### src/rtl/prio_store_pkg.sv
package prio_store_pkg;

    localparam logic [1:0] GRP_G0   = 2'b00;
    localparam logic [1:0] GRP_G1S  = 2'b01;
    localparam logic [1:0] GRP_G1NS = 2'b10;

    localparam logic [7:0] PRIO_RESET = 8'hAA;

    // Read view seen by restricted software
    function automatic logic [7:0] ns_read_view(input logic [7:0] raw);
        return {raw[6:0], 1'b0};
    endfunction

    // Store value produced by a restricted write
    function automatic logic [7:0] ns_write_view(input logic [7:0] v);
        return {1'b1, v[7:1]};
    endfunction

endpackage

### src/rtl/prio_grp_decode.sv
module prio_grp_decode
    import prio_store_pkg::*;
#(
    parameter int NUM_IRQ = 32
) (
    input  logic                   clk_i,
    input  logic                   rst_ni,
    input  logic                   sec_disable_i,
    input  logic [NUM_IRQ-1:0]     grp_bit_i,
    input  logic [NUM_IRQ-1:0]     grp_mod_i,
    output logic [2*NUM_IRQ-1:0]   grp_o
);

    for (genvar k = 0; k < NUM_IRQ; k++) begin : g_irq
        logic [1:0] code;

        always_comb begin
            if (sec_disable_i) begin
                code = grp_bit_i[k] ? GRP_G1NS : GRP_G0;
            end else begin
                unique case ({grp_mod_i[k], grp_bit_i[k]})
                    2'b00:   code = GRP_G0;
                    2'b01:   code = GRP_G1NS;
                    2'b10:   code = GRP_G1S;
                    default: code = GRP_G1NS;
                endcase
            end
        end

        assign grp_o[2*k +: 2] = code;

        // no secure group 1 once security is off
        p_no_g1s_when_off_r7: assert property (@(posedge clk_i) disable iff (!rst_ni)
            sec_disable_i |-> (grp_o[2*k +: 2] != GRP_G1S));

        // only three legal codes
        p_grp_code_legal_r8: assert property (@(posedge clk_i) disable iff (!rst_ni)
            $onehot0(grp_o[2*k +: 2]));
    end

endmodule

### src/rtl/prio_lane_gate.sv
module prio_lane_gate
    import prio_store_pkg::*;
(
    input  logic       req_valid_i,
    input  logic       req_write_i,
    input  logic       req_secure_i,
    input  logic       sec_disable_i,
    input  logic       in_range_i,
    input  logic       strobe_i,
    input  logic [1:0] grp_i,
    input  logic [7:0] stored_i,
    input  logic [7:0] wbyte_i,
    output logic [7:0] rbyte_o,
    output logic       wr_en_o,
    output logic [7:0] wr_byte_o,
    output logic       ns_view_o,
    output logic       blocked_o
);

    logic restricted;
    logic visible;

    always_comb begin
        restricted = !sec_disable_i && !req_secure_i;
        visible    = in_range_i && (!restricted || grp_i == GRP_G1NS);
        ns_view_o  = restricted && visible;
        blocked_o  = req_valid_i && req_write_i && strobe_i && in_range_i && !visible;

        if (!visible) begin
            rbyte_o = 8'h00;
        end else if (restricted) begin
            rbyte_o = ns_read_view(stored_i);
        end else begin
            rbyte_o = stored_i;
        end

        wr_en_o   = req_valid_i && req_write_i && strobe_i && visible;
        wr_byte_o = restricted ? ns_write_view(wbyte_i) : wbyte_i;
    end

endmodule

### src/rtl/prio_store_top.sv
module prio_store_top
    import prio_store_pkg::*;
#(
    parameter int NUM_IRQ   = 32,
    parameter int BUS_BYTES = 4,
    parameter int ADDR_W    = 8
) (
    input  logic                     clk_i,
    input  logic                     rst_ni,
    input  logic                     sec_disable_i,
    input  logic [NUM_IRQ-1:0]       grp_bit_i,
    input  logic [NUM_IRQ-1:0]       grp_mod_i,
    input  logic                     req_valid_i,
    input  logic                     req_write_i,
    input  logic                     req_secure_i,
    input  logic [ADDR_W-1:0]        req_addr_i,
    input  logic [8*BUS_BYTES-1:0]   req_wdata_i,
    input  logic [BUS_BYTES-1:0]     req_be_i,
    output logic                     rd_valid_o,
    output logic [8*BUS_BYTES-1:0]   rd_data_o,
    output logic [2*NUM_IRQ-1:0]     eff_grp_o,
    output logic [8*NUM_IRQ-1:0]     prio_o
);

    localparam int OFF_W  = (BUS_BYTES > 1) ? $clog2(BUS_BYTES) : 1;
    localparam int SEL_W  = (NUM_IRQ > 1) ? $clog2(NUM_IRQ) : 1;
    localparam int DATA_W = 8 * BUS_BYTES;

    typedef struct packed {
        logic [NUM_IRQ-1:0][7:0] prio;
        logic [DATA_W-1:0]       rdata;
        logic                    rvalid;
    } state_t;

    state_t state_d, state_q;

    logic [2*NUM_IRQ-1:0] grp_flat;

    prio_grp_decode #(.NUM_IRQ(NUM_IRQ)) grp_dec_i (
        .clk_i         (clk_i),
        .rst_ni        (rst_ni),
        .sec_disable_i (sec_disable_i),
        .grp_bit_i     (grp_bit_i),
        .grp_mod_i     (grp_mod_i),
        .grp_o         (grp_flat)
    );

    // Per-lane addressing and gating
    logic [ADDR_W-1:0]    base_addr;
    logic [BUS_BYTES-1:0][ADDR_W-1:0] lane_idx;
    logic [BUS_BYTES-1:0][SEL_W-1:0]  lane_sel;
    logic [BUS_BYTES-1:0]             lane_in_range;
    logic [BUS_BYTES-1:0][7:0]        lane_rbyte;
    logic [BUS_BYTES-1:0]             lane_wr_en;
    logic [BUS_BYTES-1:0][7:0]        lane_wr_byte;
    logic [BUS_BYTES-1:0]             lane_ns_view;
    logic [BUS_BYTES-1:0]             lane_blocked;

    always_comb begin
        base_addr = req_addr_i;
        if (BUS_BYTES > 1) begin
            base_addr[OFF_W-1:0] = '0;
        end
    end

    for (genvar i = 0; i < BUS_BYTES; i++) begin : g_lane
        logic [1:0] lane_grp;
        logic [7:0] lane_stored;

        assign lane_idx[i]      = base_addr + ADDR_W'(i);
        assign lane_in_range[i] = (32'(lane_idx[i]) < NUM_IRQ);
        assign lane_sel[i]      = lane_in_range[i] ? lane_idx[i][SEL_W-1:0] : '0;
        assign lane_grp         = grp_flat[2*lane_sel[i] +: 2];
        assign lane_stored      = state_q.prio[lane_sel[i]];

        prio_lane_gate gate_i (
            .req_valid_i   (req_valid_i),
            .req_write_i   (req_write_i),
            .req_secure_i  (req_secure_i),
            .sec_disable_i (sec_disable_i),
            .in_range_i    (lane_in_range[i]),
            .strobe_i      (req_be_i[i]),
            .grp_i         (lane_grp),
            .stored_i      (lane_stored),
            .wbyte_i       (req_wdata_i[8*i +: 8]),
            .rbyte_o       (lane_rbyte[i]),
            .wr_en_o       (lane_wr_en[i]),
            .wr_byte_o     (lane_wr_byte[i]),
            .ns_view_o     (lane_ns_view[i]),
            .blocked_o     (lane_blocked[i])
        );
    end

    // Per-interrupt hit flags used by the checks
    logic [NUM_IRQ-1:0] ns_wr_hit;
    logic [NUM_IRQ-1:0] blocked_hit;

    always_comb begin
        state_d = state_q;
        ns_wr_hit   = '0;
        blocked_hit = '0;

        for (int k = 0; k < NUM_IRQ; k++) begin
            for (int i = 0; i < BUS_BYTES; i++) begin
                if (lane_in_range[i] && 32'(lane_sel[i]) == k) begin
                    if (lane_wr_en[i]) begin
                        state_d.prio[k] = lane_wr_byte[i];
                        if (lane_ns_view[i]) begin
                            ns_wr_hit[k] = 1'b1;
                        end
                    end
                    if (lane_blocked[i]) begin
                        blocked_hit[k] = 1'b1;
                    end
                end
            end
        end

        state_d.rvalid = req_valid_i && !req_write_i;
        state_d.rdata  = state_d.rvalid ? DATA_W'(lane_rbyte) : '0;
    end

    always_ff @(posedge clk_i or negedge rst_ni) begin
        if (!rst_ni) begin
            state_q.prio   <= {NUM_IRQ{PRIO_RESET}};
            state_q.rdata  <= '0;
            state_q.rvalid <= 1'b0;
        end else begin
            state_q <= state_d;
        end
    end

    assign rd_valid_o = state_q.rvalid;
    assign rd_data_o  = state_q.rdata;
    assign eff_grp_o  = grp_flat;
    assign prio_o     = state_q.prio;

    // read data only follows a read request
    p_rd_valid_follows_r1: assert property (@(posedge clk_i) disable iff (!rst_ni)
        rd_valid_o |-> $past(req_valid_i && !req_write_i));

    // an idle bus returns no data
    p_rd_zero_idle_r1: assert property (@(posedge clk_i) disable iff (!rst_ni)
        !rd_valid_o |-> (rd_data_o == '0));

    for (genvar k = 0; k < NUM_IRQ; k++) begin : g_chk
        // a refused write leaves the byte alone
        p_blocked_hold_r3: assert property (@(posedge clk_i) disable iff (!rst_ni)
            (blocked_hit[k] && !(|(lane_wr_en & lane_in_range))) |=>
                $stable(prio_o[8*k +: 8]));

        // a restricted write lands in the low-urgency half
        p_ns_store_high_r5: assert property (@(posedge clk_i) disable iff (!rst_ni)
            ns_wr_hit[k] |=> prio_o[8*k+7]);
    end

    for (genvar i = 0; i < BUS_BYTES; i++) begin : g_rchk
        logic ns_view_q;
        always_ff @(posedge clk_i or negedge rst_ni) begin
            if (!rst_ni) ns_view_q <= 1'b0;
            else         ns_view_q <= lane_ns_view[i] && req_valid_i && !req_write_i;
        end

        // restricted read view always has a clear bit 0
        p_ns_read_lsb_r4: assert property (@(posedge clk_i) disable iff (!rst_ni)
            (rd_valid_o && ns_view_q) |-> (rd_data_o[8*i] == 1'b0));
    end

endmodule

### config.mk
export PLATFORM = sky130hd
export DESIGN_NAME = prio_store_top
export DESIGN_NICKNAME = d
export VERILOG_FILES = /design/src/rtl/prio_store_pkg.sv /design/src/rtl/prio_grp_decode.sv /design/src/rtl/prio_lane_gate.sv /design/src/rtl/prio_store_top.sv
export SDC_FILE = /design/constraint.sdc
export NUM_CORES = 1
export LEC_CHECK = 0
export BUFFER_PORTS_ARGS = -buffer_cell sky130_fd_sc_hd__buf_2
export CORE_AREA = 5 5 184 186
export CTS_CLUSTER_DIAMETER = 40
export DETAILED_ROUTE_END_ITERATION = 6
export DIE_AREA = 0 0 189 191
export HOLD_SLACK_MARGIN = 0.02
export PLACE_DENSITY_LB_ADDON = 0.2
export SLEW_MARGIN = 5
export SYNTH_ARGS = -nofsm -noshare
export SYNTH_HDL_FRONTEND = slang
export SYNTH_SLANG_ARGS = --single-unit
### constraint.sdc
create_clock -name clk_i -period 2 [get_ports clk_i]
set_input_delay 0.2 -clock clk_i [delete_from_list [all_inputs] [get_ports clk_i]]
set_output_delay 0.2 -clock clk_i [all_outputs]
set_load 0.05 [all_outputs]
Word-level counts from Yosys, hierarchy flattened. Index checks and enable logic that the tools add are counted.

Add/sub/neg operators: 3. $lt $le $gt $ge: 8. Equality and inequality tests: 160. Shift operators: 4. Multiplexer cells: 377. Reductions and logical operators: 187.

Operators by type and width (number): $mux 8 (272); $eq 5x5->1 const B (64); $shiftx 64x7->2 (4); $bmux 8 s5 (4); $eq 5x4->1 const B (32); $logic_and 1x1->1 (143); $mux 2 (64); $pmux 2 s2 (32); $eq 5x3->1 const B (16); $eq 2x2->1 const B (36); $logic_not 2->1 (32); $eq 5x2->1 const B (8); $lt 8x6->1 const B (4); $mux 32 (1); $lt 5x6->1 const B (4); $eq 5x1->1 const B (4); $logic_not 5->1 (4); $mux 5 (4); $add 8x2->8 const B (2); $add 8x1->8 const B (1); $logic_not 1->1 (4); $logic_or 1x1->1 (4).

Register bits after elaboration: 289. Input port bits: 114.

Depth between registers and ports, before layout. Gate-level depths: netlist of run 1.

Word-level depth: 16. Gate-level depth with buffers: 11.

Cells and area by module. Synthesis of run 1 repeated with hierarchy kept, for this count alone.

Cell total of the unflattened synthesis: 1250. Area total of the unflattened synthesis: 15367.2 µm².

By module, submodules not included: prio_store_top (times used 1, cells an instance 1015, area an instance 13551.7 µm²); prio_lane_gate (times used 4, cells an instance 42, area an instance 317.8 µm²); prio_grp_decode (times used 1, cells an instance 67, area an instance 544.3 µm²).

Least setup slack after synthesis of run 1. No wires, ideal clock.

Path type: input to register. Start: input port sec_disable_i. End: register state_q, in the netlist prio_o[4]. Setup time: 125 ps. Arrival time: 3035 ps. Data required time: 1875 ps. Slack: -1160 ps. Stages: 7. Path buffers: 1. Cell sequence: clkbuf_1 -> nor3b_1 -> mux2_4 -> o211ai_2 -> a21oi_2 -> nand3b_1 -> mux2_2.

RTL lines: start: declaration (line prio_store_top.sv:10) `input logic sec_disable_i,`; end signal: assignment (line prio_store_top.sv:129) `state_q <= state_d;`; end: declaration (line prio_store_top.sv:35) `state_t state_d, state_q;`.

==> results.yml, run 1 <==
pwr:
  power_uw: 15800
  p_per_area_nw_per_um2: 775
  leakage_uw: 0.0102
  vdd_drop_max_v: 0.000615
synthesis:
  syn_avg_cell_area_um2: 11.8
  ys_seq_area_share_pct: 52.1
  yosys_warnings: 0
  syn-cell-area_um2: 14200
  synth_cells: 1202
  synthArstFlopShare_pct: 100
  ys_types: 55
  synth_edf_count: 0
  synth_seq_cells: 289
  synth_flop_cell: "dfrtp_1"
  syn_nets: 1316
detailed_routing:
  wl_per_cell_um: 25.5
  drc: 0
  avgViaCountPerCell: 5.71
  first_pass_iters: 5
  drt_iter0_drc: 821
  ant_nets: 0
  routed_wl_um: 57300
  dr_total_vias: 12800
setup_path:
  worst_ep_arrival_time_ns: 2.41
  cp_max_fo: 8
  required_ns: 2.42
  end_kind: "flop"
  slowest_delay_ns: 0.56
  crit_family: "simple AND/OR/NAND/NOR gates"
  path_buf_inv: 1
  crit_type: "input port to flop"
  crit_chain: "buf_12 -> or4b_4 -> mux2_4 -> o211ai_4 -> a21oi_4 -> or4_4 -> mux2_4"
  start_kind: "input port"
  slowest_stage: "or4_4"
  reg2reg_depth: 6
  path_depth: 7
  timing.critical_path.mode_cell: "mux2_4"
timing:
  skew_ns: 0.0109
  hold_slack_ns: 0.0674
  rsz0062_at_grt: "true"
  fmax_mhz: 503
  setup_viol: 0
  fin_setup_tns_ns: 0
  worst_pin_slew_ns: 0.709
  slew_headroom_pct: 51.4
  setup_ws_ns: 0.0100
  drv_slew: 0
  finalCriticalPeriod_ns: 1.99
  hold_viol_final: 0
  period_share_pct: 99.5
final_layout:
  final_util_pct: 63.4
  syn2layout_area_growth_pct: 43.5
  final_cell_mix: "buf_2, mux2_2, nand2_1"
  fin_nets: 1906
  drive_above_1_share_pct: 63.2
  mostFrequentLayoutCell: "buf_2"
global_route:
  globalRouteOverflowTotal: 0
  grt_pass1_vias: 12900
  gr-usage-all-layers_pct: 30.7
  antenna_found_initial: 6
  grt_max_degree: 70
  grt_pass1_wl_um: 84000
clock_tree:
  cts_root_buffer: "clkbuf_16"
  cts.htree.levels: 2
  cts_sinks: 289
  ctsLongestPathBuffers: 3
  insertion_delay_ns: 0.54
  cts_buffers: 45
  cts_tree: "done"
  clk_pin_slew_ns: 0.05
flow_run:
  maxCapViolCount: 0
floorplanning:
  die_width_um: 189
  pin_count: 467
  coreArea_um2: 32100
  start_util_pct: 44.2
  die_y_um: 191
  rows: 66
  dieArea_um2: 36100
min_path:
  holdPathStages: 3
  hold_path.class: "input port to flop"
place:
  pre_cts_slack_ns: -0.631
  gp_congestion: 0.879
  place.detailed.hpwl_um: 42800
  port_buffers: 464
outcome:
  status: "finished, final reports clean"
state kept, by name, summed over array words and instances (netlist names):
signal      cells
rd_data_o      32
prio_o        256
rd_valid_o      1
routing by layer:
layer	vias to the layer above	track usage [%]	wire, um
met2	662	52.4	28500
met5	-	0	0
met4	0	13.9	2860
li1	5588	-	-
met3	153	6.04	4220
met1	6408	37.8	21700
final cells by class:
class | instances | area, um2
Sequential cell | 289 | 7390
Fill cell | 2658 | 11800
Tap cell | 408 | 510
Antenna cell | 6 | 15.0
Clock inverter | 24 | 270
Multi-Input combinational cell | 800 | 6640
Timing Repair Buffer | 645 | 4160
Inverter | 11 | 41.3
Clock buffer | 60 | 1330
timing repair:
item,CTS,global route
hold buffers,1,0
hold endpoints to repair,32,0
pin swaps,1,2
endpoints found under the setup margin,37,55
gates resized for setup,8,5
buffers inserted,1,1
synthesized netlist by cell type (3+ instances only):
master     count  area (um2)
mux2_2       214        2410
nand2_1      169         634
dfrtp_1      161        4030
dfstp_2      128        3360
o21ai_0       85         425
clkbuf_1      83         312
nor2_1        50         188
mux4_2        38         856
nor3b_1       31         233
o221ai_1      24         210
o22ai_1       24         150
a21oi_1       20         100
mux2i_1       15         150
nand3_1       15        75.1
nor3_1        14        70.1
inv_1         11        41.3
buf_2         10        50.1
buf_1          8        30.0
mux2_4         8         120
nand2b_1       8        50.1
o211ai_1       8        60.1
or4_1          7        52.6
a211oi_1       6        45.0
a31oi_1        6        37.5
or3_1          6        37.5
a2bb2oi_1      5        43.8
or2_2          5        31.3
nand4_1        4        25.0
nand3b_1       3        22.5
o221a_2        3        33.8
worst paths after layout:
path / start / end / slack [ns]
hold / removal: req_write_i / rd_valid_o / 0.07
max in group asynchronous: rst_ni / prio_o[69] / 1.02
min in group asynchronous: rst_ni / prio_o[250] / 0.25
hold reg to reg: prio_o[185] / prio_o[185] / 0.49
setup reg to reg: prio_o[5] / rd_data_o[6] / 0.15
setup / recovery: req_addr_i[6] / prio_o[64] / 0.01
kinds of logic after synthesis:
kind of cell,count (synthesis),synth area share [%]
mux,275,24.9
flops,289,52.1
compound gates,198,8.83
simple gates,327,11.0
buf+inv,113,3.11
where the power goes:
part	internal (uW)	switching (uW)	leakage (uW)
sequential	5920	38.2	0.00357
combinational	576	1160	0.00584
clock	5120	2960	0.000781
through the flow:
stage / instance area (um2) / std cells
floorplan: 14600 / 1202
global placement: 18700 / 2151
detailed placement: 18700 / 2151
CTS: 20300 / 2237
global route: 20400 / 2243
finish: 20400 / 2243
worst min-delay path: stages:
cell     delay [ns]
buf_2          0.14
nor2b_1        0.07
buf_4          0.15
No activity file was read; power rests on OpenSTA's default activity.
==> inputs of run 2 (changes only) <==
- BUFFER_PORTS_ARGS: -buffer_cell sky130_fd_sc_hd__buf_2 -> default
- DONT_BUFFER_PORTS: default -> 1
==> run 2 against run 1 <==
  * The run now ends with negative hold slack left
  * Worst hold slack worse by 0.70 ns
  * First-iteration DRC count is 7.3% lower
  * Via count is 11% lower
  * Critical path type unchanged
  * Sequential share of layout area is 2.2 points higher
  * Combinational power is 40% lower
  * Sequential power hardly changed
==> results.yml, run 2 (synthesis gave the netlist of run 1 again) <==
floorplanning:
  die_width_um: 189
  start_util_pct: 44.2
  coreArea_um2: 32100
  die_y_um: 191
  rows: 66
  dieArea_um2: 36100
  pin_count: 467
outcome:
  violations: "negative hold slack"
  status: "finished with violations"
global_route:
  antenna_found_initial: 2
  grt_max_degree: 290
  grt_pass1_wl_um: 81800
  grt_pass1_vias: 11800
  globalRouteOverflowTotal: 0
  gr-usage-all-layers_pct: 30.2
timing:
  rsz0062_at_grt: "false"
  drv_slew: 0
  setup_viol: 0
  hold_viol_final: 289
  fin_setup_tns_ns: 0
  period_share_pct: 97.3
  skew_ns: 0.00911
  hold_slack_ns: -0.630
  worst_pin_slew_ns: 0.728
  slew_headroom_pct: 51.4
  fmax_mhz: 514
  finalCriticalPeriod_ns: 1.95
pwr:
  p_per_area_nw_per_um2: 809
  vdd_drop_max_v: 0.00102
  leakage_uw: 0.00876
clock_tree:
  cts_buffers: 44
  cts_sinks: 289
  cts_root_buffer: "clkbuf_16"
  postCtsHoldBufs: 7
  cts.htree.levels: 2
  cts_tree: "done"
  ctsLongestPathBuffers: 3
  insertion_delay_ns: 0.53
  clk_pin_slew_ns: 0.06
detailed_routing:
  routed_wl_um: 56400
  wl_met1_um: 21100
  first_pass_iters: 5
  top_layer: "met4"
  avgViaCountPerCell: 5.91
  dr_total_vias: 11400
  drc: 0
  wl_met2_um: 28600
  ant_nets: 0
  wl_met3_um: 4320
  wl_per_cell_um: 29.1
  drt_iter0_drc: 761
flow_run:
  maxCapViolCount: 0
final_layout:
  syn2layout_area_growth_pct: 35.2
  fin_cells: 1938
  drive_above_1_share_pct: 57.6
  final_cell_mix: "buf_4, mux2_2, nand2_1"
  nFillCells: 2638
  fin_nets: 1608
  mostFrequentLayoutCell: "buf_4"
  largest_reg_flops: 256
setup_path:
  r2r_setup_slack_ns: 0.20
  slowest_stage: "nor2_2"
  reg2reg_to: "rd_data_o[18]"
  required_ns: 2.41
  reg2reg_depth: 6
  slowest_delay_ns: 0.49
  crit_family: "simple AND/OR/NAND/NOR gates"
  end_kind: "flop"
  crit_chain: "or4_1 -> buf_4 -> o221ai_1 -> a31oi_1 -> nand3_2 -> buf_4 -> nor2_2 -> mux2_2"
  cp_max_fo: 74
  path_buf_inv: 2
  worst_ep_arrival_time_ns: 2.35
  timing.critical_path.mode_cell: "buf_4"
  start_kind: "input port"
  crit_type: "input port to flop"
  crit-reg2reg-launch: "prio_o[81]"
place:
  gp_congestion: 0.901
  placed_cells: 1849
  place.detailed.hpwl_um: 40800
  port_buffers: 0
min_path:
  hold_path.class: "input port to async pin"
run 2: worst max-delay path by stage:
stage                     slack [ns]           from  cells after the start           end
after global routing           0.005    req_write_i                      9  rd_data_o[7]
after global placement         -0.40  req_addr_i[6]                      7    prio_o[66]
final                           0.05  req_addr_i[2]                      8   prio_o[232]
after CTS                       0.06    req_write_i                      8  rd_data_o[0]
after detailed placement       -0.43  req_addr_i[2]                      8   prio_o[236]
after floorplan                -0.46  req_addr_i[6]                      8    prio_o[64]
run 2: layout make-up:
type                            count  area (um2)  share of cell area, %
Sequential cell                   289        7390                   38.5
Multi-Input combinational cell    800        6780                   35.3
Timing Repair Buffer              348        2820                   14.7
Clock buffer                       53        1220                   6.34
Tap cell                          408         510                   2.66
Clock inverter                     27         420                   2.19
Inverter                           11        41.3                  0.215
Antenna cell                        2        5.00                 0.0261
run 2: worst register-to-register path, cell delays in order (launching register included):
cell	delay, ns
dfstp_2	0.53
mux4_2	0.23
o22ai_1	0.07
o21ai_0	0.23
o221ai_1	0.23
mux2_2	0.31
nor2_1	0.12
run 2: metal layers:
layer	track usage (%)	vias to the layer above
met5	0	-
met2	52.8	581
met1	36.6	5781
met4	11.4	0
li1	-	4963
met3	6.99	122
run 2: timing repair:
| item | CTS | global route |
|---|---|---|
| setup buffers | 0 | 0 |
| resized for setup | 0 | 3 |
| endpoints found under the setup margin | 0 | 4 |
| hold endpoints to repair | 309 | 289 |
run 2: where the power goes:
part | switching, uW | internal [uW] | total (uW)
sequential | 65.7 | 5920 | 5990
combinational | 677 | 371 | 1050
clock | 2840 | 5640 | 8480
run 2: through the flow:
step	power, uW	setup slack (ns)	instance area, um2	utilization (%)	hold slack (ns)
after floorplan	6960	-0.459	14600	-	-0.0956
after global placement	7090	-0.398	17500	54.3	-0.0893
after detailed placement	7100	-0.431	17500	54.3	-0.0901
after CTS	15600	0.0635	19200	59.7	-0.650
after global routing	16000	0.00538	19200	59.7	-0.649
final	15500	0.0532	19200	59.7	-0.630
==> inputs of run 3 (changes only) <==
- clock period: 2 -> 1.89 ns (I/O delays scaled with it)
==> run 3 against run 2 <==
  * The flow still finishes with violations (negative hold slack)
  * Global-route usage fell by 0.18 points
  * Clock power fell by 3.4%
  * Routed wire length fell by 1.1%
  * Critical path depth fell by 1
  * Count of clock-buffer cells in the layout fell by 4
  * Design area rose by 1.3%
==> results.yml, run 3 (synthesis gave the netlist of run 1 again) <==
outcome:
  status: "finished with violations"
  violations: "negative hold slack"
setup_path:
  required_ns: 2.31
  slowest_stage: "or4b_4"
  path_buf_inv: 1
  crit_family: "simple AND/OR/NAND/NOR gates"
  reg2reg_depth: 6
  start_kind: "input port"
  end_kind: "flop"
  worst_ep_arrival_time_ns: 2.28
  crit-reg2reg-launch: "prio_o[213]"
  reg2reg_to: "rd_data_o[22]"
  slowest_delay_ns: 0.53
  crit_chain: "or4b_4 -> mux2_4 -> o211ai_4 -> a21oi_4 -> or4_1 -> buf_4 -> mux2_4"
  timing.critical_path.mode_cell: "mux2_4"
  r2r_setup_slack_ns: 0.15
  cp_max_fo: 8
  crit_type: "input port to flop"
final_layout:
  syn2layout_area_growth_pct: 37.0
  fin_nets: 1649
  nFillCells: 2614
  final_cell_mix: "buf_4, mux2_2, nand2_1"
  drive_above_1_share_pct: 58.3
  mostFrequentLayoutCell: "buf_4"
  largest_reg_flops: 256
detailed_routing:
  dr_total_vias: 11600
  avgViaCountPerCell: 5.88
  drc: 0
  routed_wl_um: 55800
  first_pass_iters: 5
  ant_nets: 0
  wl_per_cell_um: 28.2
  drt_iter0_drc: 826
place:
  place.detailed.hpwl_um: 40600
  gp_congestion: 0.865
  port_buffers: 0
  pre_cts_slack_ns: -0.510
global_route:
  grt_pass1_vias: 12100
  grt_pass1_wl_um: 81300
  grt_max_degree: 290
  antenna_found_initial: 3
  gr-usage-all-layers_pct: 30.1
  globalRouteOverflowTotal: 0
timing:
  rsz0062_at_grt: "false"
  slew_headroom_pct: 48.5
  period_share_pct: 98.2
  setup_viol: 0
  fmax_mhz: 539
  finalCriticalPeriod_ns: 1.86
  worst_pin_slew_ns: 0.752
  hold_slack_ns: -0.653
  hold_viol_final: 289
  drv_slew: 0
  skew_ns: 0.0104
  setup_ws_ns: 0.0346
  fin_setup_tns_ns: 0
clock_tree:
  postCtsHoldBufs: 9
  cts.htree.levels: 2
  cts_root_buffer: "clkbuf_16"
  ctsLongestPathBuffers: 3
  cts_sinks: 289
  insertion_delay_ns: 0.54
  cts_buffers: 43
  clk_pin_slew_ns: 0.06
  cts_setup_buffers: 0
  cts_tree: "done"
pwr:
  vdd_drop_max_v: 0.000744
  p_per_area_nw_per_um2: 806
  leakage_uw: 0.00891
floorplanning:
  die_y_um: 191
  start_util_pct: 44.2
  die_width_um: 189
  dieArea_um2: 36100
  pin_count: 467
  coreArea_um2: 32100
  rows: 66
flow_run:
  maxCapViolCount: 0
min_path:
  hold_path.class: "input port to async pin"
run 3: cell type report:
cell class,count,area [um2],share of cell area [%]
multi-input cells,800,6790,35.0
diodes,2,5.00,0.0258
clock inverters,31,350,1.80
well taps,408,510,2.63
inverters,11,41.3,0.213
repair buffers,390,3200,16.5
clock buffers,49,1130,5.81
flip-flops and latches,289,7390,38.1
run 3: worst max path at each step:
stage,slack [ns],endpoint,from,depth (start not counted)
floorplan,-0.56,prio_o[64],req_addr_i[6],8
global placement,-0.49,prio_o[64],req_addr_i[6],7
detailed placement,-0.51,prio_o[66],req_addr_i[6],7
CTS,0.03,rd_data_o[31],prio_o[7],7
global route,0.003,prio_o[66],req_addr_i[6],7
finish,0.03,prio_o[66],req_addr_i[6],7
run 3: layer usage:
metal,vias up,wire (um),global-route usage (%)
li1,5066,-,-
met1,5803,20700,36.2
met2,625,26900,50.3
met3,152,4770,7.69
met4,0,3420,15.0
met5,-,0,0
run 3: power breakdown:
part | switching [uW] | leakage, uW | total [uW] | internal (uW)
registers | 55.5 | 0.00357 | 6320 | 6260
clock network | 3120 | 0.000714 | 8190 | 5060
logic | 740 | 0.00463 | 1160 | 422
total | 3920 | 0.00891 | 15700 | 11800
run 3: stage by stage:
step	cell area [um2]	std cells	util, %	hold slack (ns)	total power, uW
floorplan	14800	1202	-	-0.107	7380
global placement	17800	1889	55.6	-0.101	7540
detailed placement	17800	1889	55.6	-0.101	7550
CTS	19400	1978	60.4	-0.668	15800
global route	19400	1980	60.5	-0.674	16100
finish	19400	1980	60.5	-0.653	15700
run 3: timing repair:
item | 4_1_cts | 5_1_grt
endpoints found under the hold margin | 319 | 289
resized for setup | 0 | 3
setup endpoints to repair | 0 | 3
